File: src/rtl/ctmr_pkg.sv
package ctmr_pkg;
  localparam int ADDR_W = 2;

  typedef enum logic [ADDR_W-1:0] {
    SEL_STATUS = 2'd0,
    SEL_CTRL   = 2'd1,
    SEL_PERIOD = 2'd2,
    SEL_SNAP   = 2'd3
  } reg_sel_e;

  // status field positions
  localparam int ST_FLAG = 0;
  localparam int ST_RUN  = 1;
  // control field positions
  localparam int CT_IE    = 0;
  localparam int CT_CONT  = 1;
  localparam int CT_START = 2;
  localparam int CT_STOP  = 3;
endpackage

File: src/rtl/ctmr_regfile.sv
module ctmr_regfile
  import ctmr_pkg::*;
#(
  parameter int DATA_W = 32
) (
  input  logic              clk,
  input  logic              rst,
  input  logic              wr_en,
  input  logic [ADDR_W-1:0] addr,
  input  logic [DATA_W-1:0] wdata,
  input  logic              expire,
  output logic              ie,
  output logic              cont,
  output logic [DATA_W-1:0] period,
  output logic              start_cmd,
  output logic              stop_cmd,
  output logic              load,
  output logic              flag,
  output logic              irq
);
  logic wr_status, wr_ctrl;
  logic flag_d, ie_d;

  assign wr_status = wr_en && (addr == SEL_STATUS);
  assign wr_ctrl   = wr_en && (addr == SEL_CTRL);
  assign load      = wr_en && (addr == SEL_PERIOD);
  assign start_cmd = wr_ctrl && wdata[CT_START];
  assign stop_cmd  = wr_ctrl && wdata[CT_STOP];

  // expiry wins over an acknowledge in the same cycle
  always_comb begin
    flag_d = flag;
    if (wr_status) flag_d = 1'b0;
    if (expire)    flag_d = 1'b1;
    ie_d = wr_ctrl ? wdata[CT_IE] : ie;
  end

  always_ff @(posedge clk) begin
    if (rst) begin
      ie     <= 1'b0;
      cont   <= 1'b0;
      period <= '0;
      flag   <= 1'b0;
      irq    <= 1'b0;
    end else begin
      if (wr_ctrl) begin
        ie   <= wdata[CT_IE];
        cont <= wdata[CT_CONT];
      end
      if (load) period <= wdata;
      flag <= flag_d;
      irq  <= flag_d && ie_d;
    end
  end

  // an acknowledge without a simultaneous expiry leaves the flag clear
  a_r4_ack_clears: assert property (@(posedge clk) disable iff (rst)
    (wr_status && !expire) |=> !flag);

  // an expiry always leaves the flag set
  a_r4_expire_sets: assert property (@(posedge clk) disable iff (rst)
    expire |=> flag);
endmodule

File: src/rtl/ctmr_counter.sv
module ctmr_counter #(
  parameter int DATA_W = 32
) (
  input  logic              clk,
  input  logic              rst,
  input  logic              start_cmd,
  input  logic              stop_cmd,
  input  logic              load,
  input  logic [DATA_W-1:0] load_val,
  input  logic              cont,
  input  logic [DATA_W-1:0] period,
  output logic [DATA_W-1:0] count,
  output logic              running,
  output logic              expire
);
  localparam logic [DATA_W-1:0] ONE = DATA_W'(1);

  logic at_end;

  assign at_end = (count <= ONE);
  assign expire = running && !load && at_end;

  always_ff @(posedge clk) begin
    if (rst) begin
      count   <= '0;
      running <= 1'b0;
    end else begin
      if (load)
        count <= load_val;
      else if (running)
        count <= at_end ? (cont ? period : '0) : (count - ONE);

      if (stop_cmd)
        running <= 1'b0;
      else if (start_cmd)
        running <= 1'b1;
      else if (expire && !cont)
        running <= 1'b0;
    end
  end

  // one step down per running cycle above the end point
  a_r7_step: assert property (@(posedge clk) disable iff (rst)
    (running && !load && !at_end) |=> (count == $past(count) - ONE));

  // auto-reload refills from period
  a_r8_reload: assert property (@(posedge clk) disable iff (rst)
    (expire && cont) |=> (count == $past(period)));

  // a period write lands in the counter on the same edge
  a_r5_load: assert property (@(posedge clk) disable iff (rst)
    load |=> (count == $past(load_val)));

  // stop wins over start
  a_r3_stop_wins: assert property (@(posedge clk) disable iff (rst)
    stop_cmd |=> !running);
endmodule

File: src/rtl/ctmr_rdport.sv
module ctmr_rdport
  import ctmr_pkg::*;
#(
  parameter int DATA_W = 32
) (
  input  logic              clk,
  input  logic              rst,
  input  logic              rd_en,
  input  logic [ADDR_W-1:0] addr,
  input  logic              flag,
  input  logic              running,
  input  logic              ie,
  input  logic              cont,
  input  logic [DATA_W-1:0] period,
  input  logic [DATA_W-1:0] count,
  output logic [DATA_W-1:0] rdata
);
  logic [DATA_W-1:0] sel;

  always_comb begin
    sel = '0;
    unique case (reg_sel_e'(addr))
      SEL_STATUS: begin
        sel[ST_FLAG] = flag;
        sel[ST_RUN]  = running;
      end
      SEL_CTRL: begin
        sel[CT_IE]   = ie;
        sel[CT_CONT] = cont;
      end
      SEL_PERIOD: sel = period;
      SEL_SNAP:   sel = count;
      default:    sel = '0;
    endcase
  end

  always_ff @(posedge clk) begin
    if (rst)        rdata <= '0;
    else if (rd_en) rdata <= sel;
  end

  // data holds between reads
  a_r1_hold: assert property (@(posedge clk) disable iff (rst)
    !rd_en |=> $stable(rdata));
endmodule

File: src/rtl/countdown_timer.sv
module countdown_timer
  import ctmr_pkg::*;
#(
  parameter int DATA_W = 32
) (
  input  logic              clk,
  input  logic              rst,
  input  logic              bus_wr,
  input  logic              bus_rd,
  input  logic [1:0]        bus_addr,
  input  logic [DATA_W-1:0] bus_wdata,
  output logic [DATA_W-1:0] bus_rdata,
  output logic              irq
);
  logic              ie, cont, start_cmd, stop_cmd, load, flag, expire, running;
  logic [DATA_W-1:0] period, count;

  ctmr_regfile #(.DATA_W(DATA_W)) u_regs (
    .clk(clk), .rst(rst), .wr_en(bus_wr), .addr(bus_addr), .wdata(bus_wdata),
    .expire(expire), .ie(ie), .cont(cont), .period(period),
    .start_cmd(start_cmd), .stop_cmd(stop_cmd), .load(load),
    .flag(flag), .irq(irq)
  );

  ctmr_counter #(.DATA_W(DATA_W)) u_cnt (
    .clk(clk), .rst(rst), .start_cmd(start_cmd), .stop_cmd(stop_cmd),
    .load(load), .load_val(bus_wdata), .cont(cont), .period(period),
    .count(count), .running(running), .expire(expire)
  );

  ctmr_rdport #(.DATA_W(DATA_W)) u_rd (
    .clk(clk), .rst(rst), .rd_en(bus_rd), .addr(bus_addr),
    .flag(flag), .running(running), .ie(ie), .cont(cont),
    .period(period), .count(count), .rdata(bus_rdata)
  );

  // interrupt level tracks flag and enable
  a_r6_irq_level: assert property (@(posedge clk) disable iff (rst)
    irq == (flag && ie));

  // a zero count while running expires at once
  a_r11_zero_expires: assert property (@(posedge clk) disable iff (rst)
    (running && !load && count == '0) |=> flag);
endmodule

File: config.mk
export PLATFORM = sky130hd
export DESIGN_NAME = countdown_timer
export DESIGN_NICKNAME = d
export VERILOG_FILES = /design/src/rtl/ctmr_pkg.sv /design/src/rtl/ctmr_regfile.sv /design/src/rtl/ctmr_counter.sv /design/src/rtl/ctmr_rdport.sv /design/src/rtl/countdown_timer.sv
export SDC_FILE = /design/constraint.sdc
export NUM_CORES = 1
export LEC_CHECK = 0
export BUFFER_PORTS_ARGS = -buffer_cell sky130_fd_sc_hd__buf_2
export CELL_PAD_IN_SITES_DETAIL_PLACEMENT = 1
export CELL_PAD_IN_SITES_GLOBAL_PLACEMENT = 1
export CORE_MARGIN = 2
export CORE_UTILIZATION = 45
export DETAILED_ROUTE_END_ITERATION = 16
export GPL_ROUTABILITY_DRIVEN = 1
export GPL_TIMING_DRIVEN = 0
export PLACE_DENSITY = 0.84
export SYNTH_ARGS = -nofsm -noshare
export SYNTH_HDL_FRONTEND = slang
export SYNTH_SLANG_ARGS = --single-unit
File: constraint.sdc
create_clock -name clk -period 3.62 [get_ports clk]
set_input_delay 0.724 -clock clk [delete_from_list [all_inputs] [get_ports clk]]
set_output_delay 0.724 -clock clk [all_outputs]
set_load 0.03 [all_outputs]
==> metrics.md <==
| Metric | Value |
|---|---|
| Status | `finished, final reports clean` |
| GP Congestion | `0.899` |
| Synth Net Count | `701` |
| Critical Path RT | `3.88 ns` |
| DRC Markers | `0` |
| Fin crit share | `0.897` |
| YS warnings | `0` |
| RR Startpoint | `u_cnt.count[9]` |
| Starting Density | `0.460` |
| Slew Limit Fails | `0` |
| Post-CTS setup buffers | `0` |
| Post-synthesis register bit count | `101` |
| Detail-routed via count per cell | `6.13` |
| I/O pins | `71` |
| CTS sink count | `101` |
| Power Total | `2.98 mW` |
| Cell variety after synth | `60` |
| Power per cell area | `485 nW/µm²` |
| Final hold vios | `0` |
| Comb pwr share | `0.190` |
| Crit start category | `flip-flop` |
| Max Root-Sink Buffers | `2` |
| Initial antenna violation count | `0` |
| Layout Nets | `780` |
| Critical path type | `flip-flop to flip-flop` |
| Gr usage total | `0.310` |
| Via count | `5441` |
| Sequential Power Share | `0.404` |
| Site Rows | `39` |
| Maximum VDD drop | `247 µV` |
| Critical-path cell list | `nor4_1, and2_1, clkbuf_1, nand4_2, nor2_1, a22oi_1, a211oi_1` |
| First-pass GRT wire length | `30600 µm` |
| Syn Inst Count | `661` |
| RSZ-0062 raised after global routing | `false` |
| Clock Skews | `0.0109 ns` |
| Synth-to-Final Area Change | `16.9%` |
| ANT cells | `0` |
| Clock slew at reported path FFs | `0.07 ns` |
| Family with the most delay on the worst path | `simple AND/OR/NAND/NOR gates` |
| Buf/Inv on CP | `1` |
| WL final | `19000 µm` |
| Post-synth EDFFs | `0` |
| Share of post-route cells with drive strength above 1 | `0.180` |
| Root Driver | `clkbuf_16` |
| Avg Inst Size Synth | `7.95 µm²` |
| Hold Crit Class | `flip-flop to flip-flop` |
| Post-DRT Antenna Nets | `0` |
| DRT iter0 DRCs | `459` |
| CTS H-tree lvls | `3` |
| Grt ovf | `0` |
| Netlist Area Pre-Place | `5260 µm²` |
| TritonCTS clock tree | `done` |
| Worst Hold Depth | `2` |
| Slew HR | `0.462` |
| Core area | `11400 µm²` |
| Hold Startpoint | `u_regs.period[27]` |
| Number of CTS-inserted buffers | `9` |
| Reg-to-reg slack, setup | `0.37 ns` |
| Leak | `2.42 nW` |
| Clock latency on the worst-skew pair | `0.37 ns` |
| Tmin final | `3.25 ns` |
| Crit path DAT | `3.51 ns` |
| Max incr delay on CP | `0.70 ns` |
| CP Capture Type | `flip-flop` |
| Die area | `12600 µm²` |
| Sw frac | `0.289` |
| WL per Instance | `21.4 µm` |
| Internal power | `2.12 mW` |
| Final setup violation count | `0` |
| First-pass DRT Iterations | `5` |
| Total of max-cap violations | `0` |
| DP HPWL | `13400 µm` |
| Hold path endpoint | `u_regs.period[27]` |
| Predominant post-synthesis flop cell | `dfxtp_1` |
| Asr flop ratio synth | `0` |
| Power share of the clock group | `0.406` |
| R2R cell count | `7` |
| Achievable clock frequency | `0.308 GHz` |
| Sequential element share of the synthesized area | `0.385` |
| Switching pwr | `862 µW` |
| Largest net degree at the start of global routing | `16` |
| Chip width | `112 µm` |
| Reg2reg end | `u_cnt.count[22]` |
| Vias in the first global route | `5613` |
| Vert. Die Dim | `112 µm` |
| Worst Path Max Fanout | `10` |
| Slowest CP cell | `nor4_1` |
| Fin worst setup slack | `0.373 ns` |
| IO buf count | `68` |
| Pre-CTS setup slack | `-0.234 ns` |
| Measured slew at the worst slew-check pin | `0.800 ns` |
[how the worst max path moves through the flow]
stage / depth (start not counted) / to / start
global route: 7 / u_cnt.count[22] / u_cnt.count[9]
floorplan: 7 / u_cnt.count[18] / bus_addr[0]
CTS: 6 / u_cnt.count[3] / bus_addr[0]
global placement: 7 / u_cnt.count[18] / bus_addr[0]
finish: 7 / u_cnt.count[22] / u_cnt.count[9]
detailed placement: 6 / u_cnt.count[2] / bus_addr[0]
[per-stage QoR]
| step | area (µm²) | instances | util | hold WS [ns] | TNS, ns |
|---|---|---|---|---|---|
| after CTS | 6140 | 887 | 0.538 | 0.480 | 0 |
| after detailed placement | 5780 | 872 | 0.506 | 0.469 | -1.73 |
| after global placement | 5780 | 872 | 0.506 | 0.450 | -1.71 |
| after floorplan | 5260 | 661 | - | 0.443 | 0 |
| after global routing | 6140 | 887 | 0.538 | 0.508 | 0 |
| final | 6140 | 887 | 0.538 | 0.480 | 0 |
[repair_timing]
item / CTS / global route
setup endpoints to repair: 0 / 9
hold buffers: 0 / 0
resized for setup: 0 / 1
[layout by cell type, fill, tap and decap left out, types with 9 or more instances in the layout]
master,instances
clkbuf_16,9
nor2_1,56
dfxtp_1,101
xnor2_1,11
buf_2,70
o22ai_1,10
mux2_2,30
nand2_1,94
nor3_1,9
o21ai_0,47
a21oi_1,89
clkbuf_1,39
xor2_1,13
nor2b_1,32
or3_1,11
[routing by layer]
metal	up-vias	wire, µm	GRT usage
met5	-	0	0
met4	0	536	0.142
met3	39	1280	0.0448
met2	213	9090	0.509
met1	2698	8120	0.407
li1	2491	-	-
[cell type report]
class | count | area, µm²
sequential | 101 | 2020
buffer | 50 | 216
tap | 143 | 179
clock buffer | 11 | 243
multi-input combinational | 506 | 3010
inverter | 4 | 15.0
clock inverter | 4 | 120
timing repair buffer | 68 | 340
fill | 1444 | 5270
[kinds of logic after synthesis]
kind of cell	Yosys count	synth area share
AO/OA/AOI/OAI	185	0.202
XOR/XNOR	24	0.0400
adder cells (fa/ha/maj)	2	0.00476
buffers and inverters	54	0.0440
flip-flops	101	0.385
multiplexers	35	0.0786
AND/OR/NAND/NOR	260	0.246
[Yosys cell counts, types with 3 or more instances]
cell | n | area [µm²]
a22oi_1 | 7 | 52.6
xor2_1 | 13 | 114
nand4_1 | 7 | 43.8
dfxtp_1 | 101 | 2020
mux2_2 | 30 | 338
a311oi_1 | 3 | 26.3
nor2b_1 | 32 | 200
and2_1 | 5 | 31.3
a21oi_1 | 89 | 445
or4_1 | 3 | 22.5
or3_1 | 11 | 68.8
mux2i_1 | 3 | 30.0
clkbuf_1 | 38 | 143
o22ai_1 | 10 | 62.6
xnor2_1 | 11 | 96.3
o21ai_0 | 47 | 235
a31oi_1 | 5 | 31.3
a21boi_0 | 3 | 22.5
buf_6 | 3 | 33.8
o221ai_1 | 7 | 61.3
nor4_1 | 9 | 56.3
nand3_1 | 7 | 35.0
inv_1 | 4 | 15.0
nor2_1 | 56 | 210
nand2_1 | 94 | 353
nor3_1 | 9 | 45.0
and3_1 | 4 | 25.0
buf_1 | 6 | 22.5
[state kept, by name, indices dropped and copies added (netlist names)]
register / count
u_regs.cont: 1
u_regs.flag: 1
u_cnt.count: 32
u_regs.ie: 1
u_regs.period: 32
u_rd.rdata: 32
u_regs.irq: 1
u_cnt.running: 1
[power by group through the flow]
stage                     Sequential, mW  Combinational, mW  Clock, mW
after global routing                1.21              0.616       1.26
final                               1.21              0.566       1.21
after CTS                           1.20              0.555       1.22
after global placement              1.22              0.522          0
after detailed placement            1.23              0.546          0
after floorplan                     1.22              0.372          0
[worst min-delay path: stages (launching register included)]
cell	delay (ns)
dfxtp_1	0.32
nand2_1	0.06
a21oi_1	0.06
Note: power is estimated with default switching activity, not from simulation.
